`src/rtl/pix_blend_pkg.sv`:
```
package pix_blend_pkg;

  typedef enum logic [1:0] {
    BLEND_AVG  = 2'd0,
    BLEND_ADD  = 2'd1,
    BLEND_SUB  = 2'd2,
    BLEND_QADD = 2'd3
  } blend_mode_e;

  // strobes from control to datapath
  typedef struct packed {
    logic load;     // capture a new result this edge
    logic doBlend;  // combine with destination
    logic setMask;  // force top bit of stored word
  } blend_strobe_t;

endpackage

```
`src/rtl/pix_blend_chan.sv`:
```
module pix_blend_chan #(
  parameter int CHAN_W = 5
) (
  input  logic [CHAN_W-1:0]          fgChan,
  input  logic [CHAN_W-1:0]          dstChan,
  input  pix_blend_pkg::blend_mode_e mode,
  input  logic                       doBlend,
  output logic [CHAN_W-1:0]          resChan
);
  import pix_blend_pkg::*;

  localparam logic [CHAN_W-1:0] CHAN_MAX = {CHAN_W{1'b1}};

  logic [CHAN_W:0]   sumFull;
  logic [CHAN_W:0]   diffFull;
  logic [CHAN_W:0]   qsumFull;
  logic [CHAN_W-1:0] quarterFg;
  logic [CHAN_W-1:0] avgVal;
  logic [CHAN_W-1:0] addVal;
  logic [CHAN_W-1:0] subVal;
  logic [CHAN_W-1:0] qaddVal;
  logic [CHAN_W-1:0] blended;

  always_comb begin
    quarterFg = fgChan >> 2;
    sumFull   = {1'b0, dstChan} + {1'b0, fgChan};
    diffFull  = {1'b0, dstChan} - {1'b0, fgChan};
    qsumFull  = {1'b0, dstChan} + {1'b0, quarterFg};
    avgVal    = sumFull[CHAN_W:1];
    addVal    = sumFull[CHAN_W]  ? CHAN_MAX : sumFull[CHAN_W-1:0];
    subVal    = diffFull[CHAN_W] ? '0       : diffFull[CHAN_W-1:0];
    qaddVal   = qsumFull[CHAN_W] ? CHAN_MAX : qsumFull[CHAN_W-1:0];
    unique case (mode)
      BLEND_AVG:  blended = avgVal;
      BLEND_ADD:  blended = addVal;
      BLEND_SUB:  blended = subVal;
      BLEND_QADD: blended = qaddVal;
      default:    blended = fgChan;
    endcase
    resChan = doBlend ? blended : fgChan;
  end

endmodule

```
`src/rtl/pix_blend_dp.sv`:
```
module pix_blend_dp #(
  parameter int CHAN_W = 5,
  parameter int N_CHAN = 3,
  localparam int COL_W = CHAN_W * N_CHAN,
  localparam int PIX_W = COL_W + 1
) (
  input  logic                          clk,
  input  logic                          rstN,
  input  pix_blend_pkg::blend_strobe_t  strobe,
  input  pix_blend_pkg::blend_mode_e    mode,
  input  logic [PIX_W-1:0]              fgPix,
  input  logic [COL_W-1:0]              dstColor,
  output logic [PIX_W-1:0]              outData
);
  import pix_blend_pkg::*;

  logic [COL_W-1:0] colorNext;
  logic [PIX_W-1:0] dataQ;

  for (genvar ch = 0; ch < N_CHAN; ch++) begin : g_chan
    pix_blend_chan #(.CHAN_W(CHAN_W)) u_chan (
      .fgChan  (fgPix[ch*CHAN_W +: CHAN_W]),
      .dstChan (dstColor[ch*CHAN_W +: CHAN_W]),
      .mode    (mode),
      .doBlend (strobe.doBlend),
      .resChan (colorNext[ch*CHAN_W +: CHAN_W])
    );
  end

  always_ff @(posedge clk) begin
    if (!rstN) begin
      dataQ <= '0;
    end else if (strobe.load) begin
      dataQ <= {fgPix[PIX_W-1] | strobe.setMask, colorNext};
    end
  end

  assign outData = dataQ;

endmodule

```
`src/rtl/pix_blend_ctrl.sv`:
```
module pix_blend_ctrl #(
  parameter int PIX_W = 16,
  localparam int COL_W = PIX_W - 1
) (
  input  logic                          clk,
  input  logic                          rstN,
  input  logic                          inValid,
  output logic                          inReady,
  input  logic [PIX_W-1:0]              fgPix,
  input  logic                          dstMask,
  input  logic                          blendEn,
  input  logic                          maskSet,
  input  logic                          maskCheck,
  input  logic                          outReady,
  output logic                          outValid,
  output logic                          outWrEn,
  output pix_blend_pkg::blend_strobe_t  strobe
);
  import pix_blend_pkg::*;

  logic fgFlag;
  logic fgColorZero;
  logic isHole;
  logic isGuarded;
  logic writeNext;
  logic validQ;
  logic wrEnQ;

  always_comb begin
    fgFlag      = fgPix[PIX_W-1];
    fgColorZero = (fgPix[COL_W-1:0] == '0);
    isHole      = fgColorZero && !fgFlag;
    isGuarded   = maskCheck && dstMask;
    writeNext   = !isHole && !isGuarded;
    inReady     = !validQ || outReady;
    strobe.load    = inValid && inReady;
    strobe.doBlend = blendEn && fgFlag && !fgColorZero;
    strobe.setMask = maskSet;
  end

  always_ff @(posedge clk) begin
    if (!rstN) begin
      validQ <= 1'b0;
      wrEnQ  <= 1'b0;
    end else if (strobe.load) begin
      validQ <= 1'b1;
      wrEnQ  <= writeNext;
    end else if (outReady) begin
      validQ <= 1'b0;
      wrEnQ  <= 1'b0;
    end
  end

  assign outValid = validQ;
  assign outWrEn  = wrEnQ;

endmodule

```
`src/rtl/pix_blend_wb.sv`:
```
module pix_blend_wb #(
  parameter int CHAN_W = 5,
  localparam int N_CHAN = 3,
  localparam int PIX_W = CHAN_W * N_CHAN + 1
) (
  input  logic             clk,
  input  logic             rstN,
  input  logic             inValid,
  output logic             inReady,
  input  logic [PIX_W-1:0] fgPix,
  input  logic [PIX_W-1:0] dstPix,
  input  logic             blendEn,
  input  logic [1:0]       blendMode,
  input  logic             maskSet,
  input  logic             maskCheck,
  output logic             outValid,
  input  logic             outReady,
  output logic             outWrEn,
  output logic [PIX_W-1:0] outData
);
  import pix_blend_pkg::*;

  blend_strobe_t strobe;
  blend_mode_e   mode;

  assign mode = blend_mode_e'(blendMode);

  pix_blend_ctrl #(.PIX_W(PIX_W)) u_ctrl (
    .clk       (clk),
    .rstN      (rstN),
    .inValid   (inValid),
    .inReady   (inReady),
    .fgPix     (fgPix),
    .dstMask   (dstPix[PIX_W-1]),
    .blendEn   (blendEn),
    .maskSet   (maskSet),
    .maskCheck (maskCheck),
    .outReady  (outReady),
    .outValid  (outValid),
    .outWrEn   (outWrEn),
    .strobe    (strobe)
  );

  pix_blend_dp #(.CHAN_W(CHAN_W), .N_CHAN(N_CHAN)) u_dp (
    .clk      (clk),
    .rstN     (rstN),
    .strobe   (strobe),
    .mode     (mode),
    .fgPix    (fgPix),
    .dstColor (dstPix[PIX_W-2:0]),
    .outData  (outData)
  );

endmodule

```
`config.mk`:
```
export PLATFORM = sky130hd
export DESIGN_NAME = pix_blend_wb
export DESIGN_NICKNAME = d
export VERILOG_FILES = /design/src/rtl/pix_blend_pkg.sv /design/src/rtl/pix_blend_chan.sv /design/src/rtl/pix_blend_dp.sv /design/src/rtl/pix_blend_ctrl.sv /design/src/rtl/pix_blend_wb.sv
export SDC_FILE = /design/constraint.sdc
export NUM_CORES = 1
export LEC_CHECK = 0
export BUFFER_PORTS_ARGS = -buffer_cell sky130_fd_sc_hd__buf_2
export CORE_MARGIN = 2
export CORE_UTILIZATION = 40
export CTS_CLUSTER_DIAMETER = 150
export CTS_CLUSTER_SIZE = 25
export DETAILED_ROUTE_END_ITERATION = 16
export GPL_TIMING_DRIVEN = 0
export PLACE_DENSITY = 0.69
export SLEW_MARGIN = 15
export SYNTH_ARGS = -nofsm -noshare
export SYNTH_HDL_FRONTEND = slang
export SYNTH_SLANG_ARGS = --single-unit
```
`constraint.sdc`:
```
create_clock -name clk -period 5.1 [get_ports clk]
set_input_delay 1.02 -clock clk [delete_from_list [all_inputs] [get_ports clk]]
set_output_delay 1.02 -clock clk [all_outputs]
set_load 0.02 [all_outputs]
```
# Yosys cells after proc, flatten, opt, wreduce, memory -nomap -nowiden
# Index checks and enable logic that the tools add are counted.
[op_classes] div=0 n_eq_ne=3 shift=0 order_cmp=0 addsub=9 n_mux=18 n_reduce_logical=15 bitwise=1 mul=0
[ops] cell="two-way mux 5 bit" n=12
[ops] cell="one-hot mux 5 bit (4 select lines)" n=3
[ops] cell="adder 5 x 3 -> 6 bit" n=3
[ops] cell="adder 5 x 5 -> 6 bit" n=3
[ops] cell="subtractor 5 x 5 -> 6 bit" n=3
[ops] cell="logical NOT 15 bit" n=1
[ops] cell="logical AND 1 bit" n=6
[ops] cell="logical NOT 1 bit" n=5
[ops] cell="equality test 2 bit (second input constant)" n=2
[ops] cell="two-way mux 1 bit" n=3
[ops] cell="equality test 2 x 1 -> 1 bit (second input constant)" n=1
[ops] cell="logical NOT 2 bit" n=1
[ops] cell="nonzero test 2 bit" n=1
[ops] cell="logical OR 1 bit" n=1
[ops] cell="OR 1 bit" n=1
[totals] mem_count=0 ramBits=0 register_bits=18 elab_cells=49 latch_bits=0 rom_bits=0

# Longest topological paths before layout
# Gate-level depths: netlist of run 1.
[logic_depth] word_depth=5 ltp_mapped=9 depth_no_buf=9

# By module
# Synthesis of run 1 repeated with hierarchy kept, for this count alone.
[unflattened] cells_unflattened=413 hier_area_um2=3281.9
[by_module_without_submodules] module="pix_blend_chan (u_dp.g_chan[1].u_chan ...)" cells_each=113 area_each_um2=832.0 instances=2
[by_module_without_submodules] module="pix_blend_chan (u_dp.g_chan[0].u_chan)" cells_each=116 area_each_um2=839.6 instances=1
[by_module_without_submodules] module="pix_blend_dp" cells_each=52 area_each_um2=613.1 instances=1
[by_module_without_submodules] module="pix_blend_ctrl" cells_each=19 area_each_um2=165.2 instances=1

# Worst setup path after synthesis of run 1
# Ideal clock, no wire load.
[synth_timing] kind="in2reg" from="input port dstPix[10]" to="register u_dp.dataQ[14], in the netlist u_dp.outData[14]" required_ns=5.021 arrival_ns=2.656 path_buffers=0 slack_ns=2.364 setup_time_ns=0.079 cell_stages=9 path_cell_list="inv_1 -> ha_1 -> fa_1 -> nand2b_1 -> o2bb2ai_1 -> or3b_2 -> a31oi_1 -> nor4_1 -> a211oi_2"
[synth_via] elab_chain_cells=4
[synth_lines] item="start: declaration" line="pix_blend_wb.sv:11" rtl="input logic [PIX_W-1:0] dstPix,"
[synth_lines] item="adder 5 x 3 -> 6 bit (tied with other cells)" line="pix_blend_chan.sv:28" rtl="qsumFull = {1'b0, dstChan} + {1'b0, quarterFg};"
[synth_lines] item="two-way mux 5 bit (on tied branches)" line="pix_blend_chan.sv:32, pix_blend_chan.sv:30, pix_blend_chan.sv:31"
[synth_lines] item="one-hot mux 5 bit (4 select lines) *" line="pix_blend_chan.sv:33" rtl="unique case (mode)"
[synth_lines] item="two-way mux 5 bit *" line="pix_blend_chan.sv:40" rtl="resChan = doBlend ? blended : fgChan;"
[synth_lines] item="end signal: assignment" line="pix_blend_dp.sv:34" rtl="dataQ <= {fgPix[PIX_W-1] | strobe.setMask, colorNext};"
[synth_lines] item="end: declaration" line="pix_blend_dp.sv:18" rtl="logic [PIX_W-1:0] dataQ;"
# Mark *: on every way between the ends. The rest lies on a longest branch, timed or not.
# A chain may end at the register's enable or synchronous reset.

# Final worst setup path of run 1
[layout_timing] from="input port fgPix[13]" to="register u_dp.dataQ[11], in the netlist u_dp.outData[11]"
[layout_via] elab_chain_cells=4
[layout_lines] item="start: declaration" line="pix_blend_wb.sv:10" rtl="input logic [PIX_W-1:0] fgPix,"
[layout_lines] item="adder 5 x 3 -> 6 bit (tied with other cells)" line="pix_blend_chan.sv:28"
[layout_lines] item="two-way mux 5 bit (tied with other cells)" line="pix_blend_chan.sv:32" rtl="qaddVal = qsumFull[CHAN_W] ? CHAN_MAX : qsumFull[CHAN_W-1:0];"
[layout_lines] item="one-hot mux 5 bit (4 select lines) / logical AND 1 bit (equally long branches)" line="pix_blend_chan.sv:33, pix_blend_ctrl.sv:37"
[layout_lines] item="two-way mux 5 bit *" line="pix_blend_chan.sv:40"
# Marked as above.

==> results.txt, run 1 <==
The pin count of the biggest net entering global routing came out at 11. The adder and majority gate portion of the synthesized area is 21.9%. The area growth from synthesis to layout is 15.2%. The critical path start-end classification is in -> reg. Setup repair after global routing left no endpoint under its margin.

The number of nets in the final layout is between 500 and 600. The hold buffer count at cts is 0. The detailed-placement wirelength estimate is 7.82 mm. The portion of synthesized area spent on multiplexers is 0.985%. Setup violations remaining at the end of the flow were counted as 0.

Global routing consumed, over all layers together, 23.0% of the routing resources. The number of setup buffers added after CTS came out at 0. The number of buffers created by CTS is 3. Along the worst path, the maximum fanout reaches 8. The average cell area after synthesis is roughly 7.5 um2. The clock transition at the registers of the reported paths is 80 ps. The fraction of the mapped netlist area in compound gates came out at 32.5%. The total length of routed wires is 9.84 mm. The global-route track usage on met2 came out at about two fifths.

The number of buffers on the longest clock path came out at 2. The number of placed I/O pins is 60. The global routing stage identified its most utilized layer as met2. TritonCTS built the clock tree. The maximum single-stage delay on the critical path came out at 370 ps. Counting every net in the synthesized netlist gives 494. The cell count after synthesis is 405. The first routing iteration left 188 violations.

The unique cell type count in the Yosys netlist is 65. The clock net sink count came out at 18. The sequential-to-total area share from yosys stat came out at approximately an eighth. Using the TritonRoute via totals, the vias-per-cell ratio works out to 5.96. In this run the critical register-to-register path is launched from u_ctrl.outValid$_SDFFE_PN0P_. The critical path goes through buf_2 > inv_1 > ha_1 > buf_2 > inv_1 > a21oi_1 > a2bb2oi_1 > a41o_1 > o211ai_1 > a32o_1.

The initial antenna violation count is 0. In this run the cell area measured after placement is 3460 um2. The die is 91.3 um tall. The nature of the critical path endpoint is a flip-flop. The final critical path time including I/O delays and setup is 2770 ps.

The Yosys step of the flow raised 0 warnings. The most common library cell in the layout ignoring fill and taps is sky130_fd_sc_hd__buf_2. The worst setup path is launched from a primary input. The die extent in x is between 90 and 100 um. The most critical setup path has its startpoint at fgPix[13]. The initial utilization of the core area, before any placement, comes to 41.6%. Leaving out fill and tap cells, the most frequent cells in the layout are sky130_fd_sc_hd__buf_2, sky130_fd_sc_hd__ha_1, sky130_fd_sc_hd__inv_1. The aggregate global routing overflow came out at 0. The root buffer cell chosen for the clock tree is sky130_fd_sc_hd__clkbuf_8. The worst clock skew came out at 1.92 ps. The final hold violation count came out at 0. The endpoint required time on the critical path came out at 5260 ps. The fraction of layout instances using a drive strength above 1 came out at 18.9%. The max capacitance violation total came out at 0. The netlist area before placement came out at 3050 um2. The post-route cell area is 3510 um2. The class of the worst hold path is reg -> reg. The maximum level of the CTS H-tree came out at 1.

STA puts the critical path data arrival time at 2930 ps. The global routing usage on met3 came out at roughly 2.7%. The simple-gate portion of the synthesized area is 20.2%. In this run the static leakage power is 1.56 nW.

Row generation in the floorplan step produced 31 rows. The flow ran to the end, and the final reports show no timing, DRC or antenna violations. The register cell area after layout came out at approximately 360 um2. The area of the multi-input gates came out at 2440 um2. The detail route stage leaves a number of antenna-violating nets equal to 0.

The portion of the clock cycle consumed by the worst path in the final layout is 54.2%. The antenna diode instance count is 0. The wire length of the first global-routing pass came out at about 16 mm. The number of optimization iterations in the first detailed-route pass is 5. The number of slew-limit violations in the final report is 0. The quantity of I/O buffers inserted on ports is 57. The worst-skew pair later-pin latency came out at 260 ps. The xor-xnor portion of the synthesized cell area is 4.31%. The setup check on the worst reg-to-reg path leaves a slack of roughly 3200 ps.

The number of global-route vias before repair came out at between 3k and 4k. For this run, global-route usage on met1 was measured as 32.1%. The die covers about 8300 um2. In this design, the largest share of critical-path delay is due to compound AO/OA/AOI/OAI gates. The worst hold path begins at u_ctrl.outWrEn$_SDFFE_PN0P_.

For the pin with the worst max-slew slack, the measured transition is 605 ps. Among all stages on the critical path, the largest delay is contributed by sky130_fd_sc_hd__a2bb2oi_1. Synthesis inferred 18 register bits. In the synthesized netlist the dominant register cell turns out to be sky130_fd_sc_hd__dfxtp_1.

The worst-case headroom to the max-slew limit came out at 59.7%. The global placer's final weighted congestion is 0.956. The average routed wire per standard cell came out at around 17 um. The number of synthesized flops with an enable pin came out at 0.

The total via count after detailed routing is 3365. The core box area is 7330 um2. After clock tree synthesis, the repair step resized 0 gates. The sum of negative setup slack came out at 0 ps. The number of buffers and inverters on the critical path is 4. The number of fillers in the final layout came out at 750.

The maximum clock frequency came out at 362 MHz. After detailed routing, the number of remaining DRC violations is 0. For this design the ratio of total power to cell area is 176 nW/um2. The fraction of registers with async set/reset is 0%. The maximum vdd ir drop is 0.0000775 V. After synthesis, the largest family of logic cells by area is compound AO/OA/AOI/OAI gates.
==> cells in the mapped netlist (all sizes together) (10+ instances only) <==
cell type / number / area (um2)
nor2b: 10 / 62.6
inv: 36 / 135
dfxtp: 18 / 360
nor2: 27 / 101
a21oi: 32 / 160
buf: 10 / 63.8
nand2: 23 / 86.3
a31oi: 14 / 87.6
ha: 39 / 488
clkbuf: 14 / 52.6
o21ai: 33 / 165
nor3: 14 / 75.1
==> per-layer routing <==
metal  vias to the layer above  part of all wire (%)
li1                       1616                     -
met1                      1570                    46
met2                       162                    45
met3                        17                   7.3
met4                         0                   1.7
met5                         -                     0
==> per-stage QoR <==
| stage | power (mW) | cells | util [%] | worst slack, ps | hold WS, ps |
|---|---|---|---|---|---|
| after CTS | 0.614 | 565 | 47.9 | 2350 | 497 |
| after global placement | 0.483 | 561 | 47.2 | 2100 | 481 |
| after floorplan | 0.384 | 405 | - | 2360 | 568 |
| after global routing | 0.658 | 565 | 47.9 | 2130 | 527 |
| final | 0.620 | 565 | 47.9 | 2330 | 496 |
| after detailed placement | 0.489 | 561 | 47.2 | 2080 | 484 |
==> registers in the layout (all words and copies together) (netlist names) <==
register / cells
u_dp.outData: 16
u_ctrl.outValid: 1
u_ctrl.outWrEn: 1
==> tightest hold or removal path, delay by kind of cell (launching register included) <==
family | cells | cell delay, ps
flops | 1 | 310
simple gates | 1 | 70
compound gates | 1 | 70
==> logic make-up after synthesis <==
kind of cell	Yosys count
compound gates	144
xor+xnor	15
fa+ha+maj	48
buf+inv	60
flops	18
mux	3
simple gates	117
==> final timing paths <==
kind / to / depth (start not counted)
worst min register to register: u_ctrl.outWrEn$_SDFFE_PN0P_ / 2
worst max register to register: u_dp.outData[3]$_SDFFE_PN0P_ / 7
worst min-delay path: u_ctrl.outWrEn$_SDFFE_PN0P_ / 2
worst max-delay path: u_dp.outData[11]$_SDFFE_PN0P_ / 10
==> power by group <==
| group | switching (mW) | leakage (nW) | internal, mW |
|---|---|---|---|
| logic | 0.205 | 1.39 | 0.129 |
| registers | 0.00601 | 0.149 | 0.152 |
| clock network | 0.0591 | 0.0288 | 0.0689 |
| total | 0.270 | 1.56 | 0.350 |
==> layout make-up <==
cell class                      instances  area share (%)
Multi-Input combinational cell        327            69.4
Sequential cell                        18            10.3
Timing Repair Buffer                   57            8.12
Inverter                               36            3.85
Tap cell                               99            3.53
Buffer                                 24            3.31
Clock buffer                            4            1.57
(Power assumes the default switching activity.)
==> run 2: changes to the inputs <==
Settings changed: PLACE_DENSITY 0.69 to 0.71.
Clock period 5.1 ns to 2.45 ns, I/O delays scaled along.
==> results.txt, run 2 (same netlist as run 1, synthesis figures left out) <==
The run finished with clean final reports. The DRC violation total after the first TritonRoute iteration is 314 (+67%). The number of buffers on the longest clock path came out at 2 (unchanged). The global-route track usage on met2 is 38.5% (+0.37 points). The maximum vdd ir drop is 0.000146 V (+89%). The worst register-to-register path ends at u_dp.outData[13]$_SDFFE_PN0P_.

The cell area after placement came out at 3460 um2 (unchanged). The number of optimization iterations in the first detailed-route pass came to 5 (unchanged). The global placer's final weighted congestion is 0.970 (+1.5%). STA classifies the critical path endpoint as a flip-flop. The average routed wire per standard cell was 17.3 um (-0.48%). The top cell types in the final layout, fill and taps aside, are sky130_fd_sc_hd__buf_2, sky130_fd_sc_hd__ha_1, sky130_fd_sc_hd__inv_1. The number of flip-flops under the largest register name is 16 (unchanged). In this run the most critical hold path is launched from inValid.

The quantity of gates resized following cts came out at 0 (unchanged). Subtracting the final worst setup slack from the clock period gives 2230 ps. The wire length of the first global-routing pass came out at 15.8 mm (+1.6%). In this run the critical register-to-register path is launched from u_ctrl.outValid$_SDFFE_PN0P_. The maximum single-stage delay on the critical path is 370 ps (about the same). The quantity of I/O buffers inserted on ports came out at 57 (unchanged). The worst slack after detailed placement came out at -34.7 ps (-2120 ps).

The endpoint required time on the critical path is 2610 ps (-2650 ps). The total length of routed wires is 9.80 mm (-0.48%). The hold buffer count at cts is 0 (unchanged). The number of antenna-violating nets in the routed design came out at 0 (unchanged). The height of the chip is 91.3 um (unchanged). The number of cells on the worst reg-to-reg path came out at 7 (unchanged). The maximum level of the CTS H-tree was 1 (unchanged). The worst reg-to-reg setup slack came out at 610 ps (-2620 ps). The clock transition at the registers of the reported paths came out at 80 ps (about the same). The die outline area came out at 8340 um2 (unchanged).

The number of placed I/O pins is 60 (unchanged). The initial antenna violation count came out at 0 (unchanged). The area added between synthesis and finish was 15.2% (unchanged). The cell leakage power is 1.56 nW (unchanged).

The clock net sink count came out at 18 (unchanged). Walking the worst path, the cells encountered are buf_2 > inv_1 > ha_1 > buf_2 > inv_1 > a21oi_1 > a2bb2oi_1 > a41o_1 > o211ai_1 > a32o_1. The slowest cell on the critical path is sky130_fd_sc_hd__a2bb2oi_1. The detailed-placement wirelength estimate came out at 7.68 mm (-1.8%). The core box area came out at 7330 um2 (unchanged). The max capacitance violation total came out at 0 (unchanged). The number of buffers created by CTS was 3 (unchanged). The number of nets in the final layout is 556 (unchanged). The worst-skew pair later-pin latency came to 260 ps (about the same). The number of vias per cell was 6.04 (+1.4%). The final hold violation count is 0 (unchanged). The fraction of layout instances using a drive strength above 1 is 18.9% (unchanged).

Setup repair after global routing left no endpoint under its margin. The worst hold path cell count came out at 3 (+1). The aggregate global routing overflow was 0 (unchanged).

The portion of the clock cycle consumed by the worst path in the final layout is 90.9%. The post-route cell area was 3510 um2 (unchanged). TritonCTS built the clock tree.

The global routing usage on met3 came out at 2.24% (-0.41 points). The total via count after detailed routing was 3412 (+1.4%). The setup violation total in the final timing report came out at 0 (unchanged).

The global-route track usage on met1 came out at 32.3% (+0.22 points). The global-route layer with the greatest usage is met2. The total power of the final layout is 1.29 mW (+110%).

The number of setup buffers added after CTS is 0 (unchanged). The kind of launch point of the worst setup path is a primary input. The die extent in x was 91.3 um (unchanged). The worst-case headroom to the max-slew limit is 56.2% (-3.4 points).

The worst clock skew is 0.860 ps (-1.06 ps). The aggregate global-route resource usage is 23.5% (+0.52 points). The maximum fanout encountered on the critical timing path came out at 8 (unchanged). The critical path start-end classification is in -> reg. The effective utilization at floorplan was 41.6% (unchanged). The worst hold path terminates at u_ctrl.outValid$_SDFFE_PN0P_. The critical path arrival came to 2390 ps (-540 ps). The path class of the tightest hold or removal check is in -> reg. The master cell of the clock root buffer is sky130_fd_sc_hd__clkbuf_8. The pin count of the biggest net entering global routing is 11 (unchanged). The antenna diode instance count is 0 (unchanged). The count of unresolved DRC violations after routing came out at 0 (unchanged).

The utilization after layout is 47.9% (unchanged). The slew at the pin with the worst max-slew slack was 656 ps (+51.2 ps). The final worst setup slack was 223 ps (-2110 ps). The number of global-route vias before repair is 3231 (+2.2%).

The number of fillers in the final layout is 736 (-1.9%). The count of standard-cell rows is 31 (unchanged). The power per cell area came out at 366 nW/um2 (+110%). Leaving out fill and tap cells, the most frequent cell in the layout is sky130_fd_sc_hd__buf_2. The maximum clock frequency came out at 449 MHz. The number of slew-limit violations in the final report is 0 (unchanged).
[run 2: cell counts in the layout (fill, tap and decap cells not counted)]
No cell type changed its count.
[run 2: worst max path at each step]
stage,slack [ps],from,to
floorplan,240,dstPix[10],u_dp.outData[14]$_SDFFE_PN0P_
global placement,-10,fgPix[5],u_dp.outData[9]$_SDFFE_PN0P_
detailed placement,-30,fgPix[5],u_dp.outData[9]$_SDFFE_PN0P_
CTS,240,fgPix[13],u_dp.outData[11]$_SDFFE_PN0P_
global route,60,fgPix[3],u_dp.outData[2]$_SDFFE_PN0P_
finish,220,fgPix[13],u_dp.outData[11]$_SDFFE_PN0P_
[run 2: cell type report]
type                    instances  area (um2)  area share (%)
inverters                      36         135            3.85
plain buffers                  24         116            3.31
repair buffers                 57         285            8.12
flip-flops and latches         18         360            10.3
clock buffers                   4        55.1            1.57
well taps                      99         124            3.53
multi-input cells             327        2440            69.4
[run 2: per-stage QoR]
step / instances / TNS [ps] / hold slack [ps]
floorplan: 405 / 0 / 568
global placement: 561 / -25.2 / 480
detailed placement: 561 / -98.2 / 486
CTS: 565 / 0 / 489
global route: 565 / 0 / 510
finish: 565 / 0 / 490
[run 2: critical path, delay by kind of cell]
kind,cells,cell delay (ps)
AO/OA/AOI/OAI,5,1090
buffers and inverters,4,540
adder cells (fa/ha/maj),1,270
[run 2: metal layers]
metal	routed length [um]	vias up
met1	4320	1585
met2	4420	190
met3	849	18
li1	-	1619
met5	0	-
met4	199	0
[run 2: power breakdown]
group	total (mW)	internal (mW)	switching, mW
Sequential	0.329	0.316	0.0128
Combinational	0.694	0.268	0.427
Clock	0.264	0.143	0.120
Total	1.29	0.728	0.560
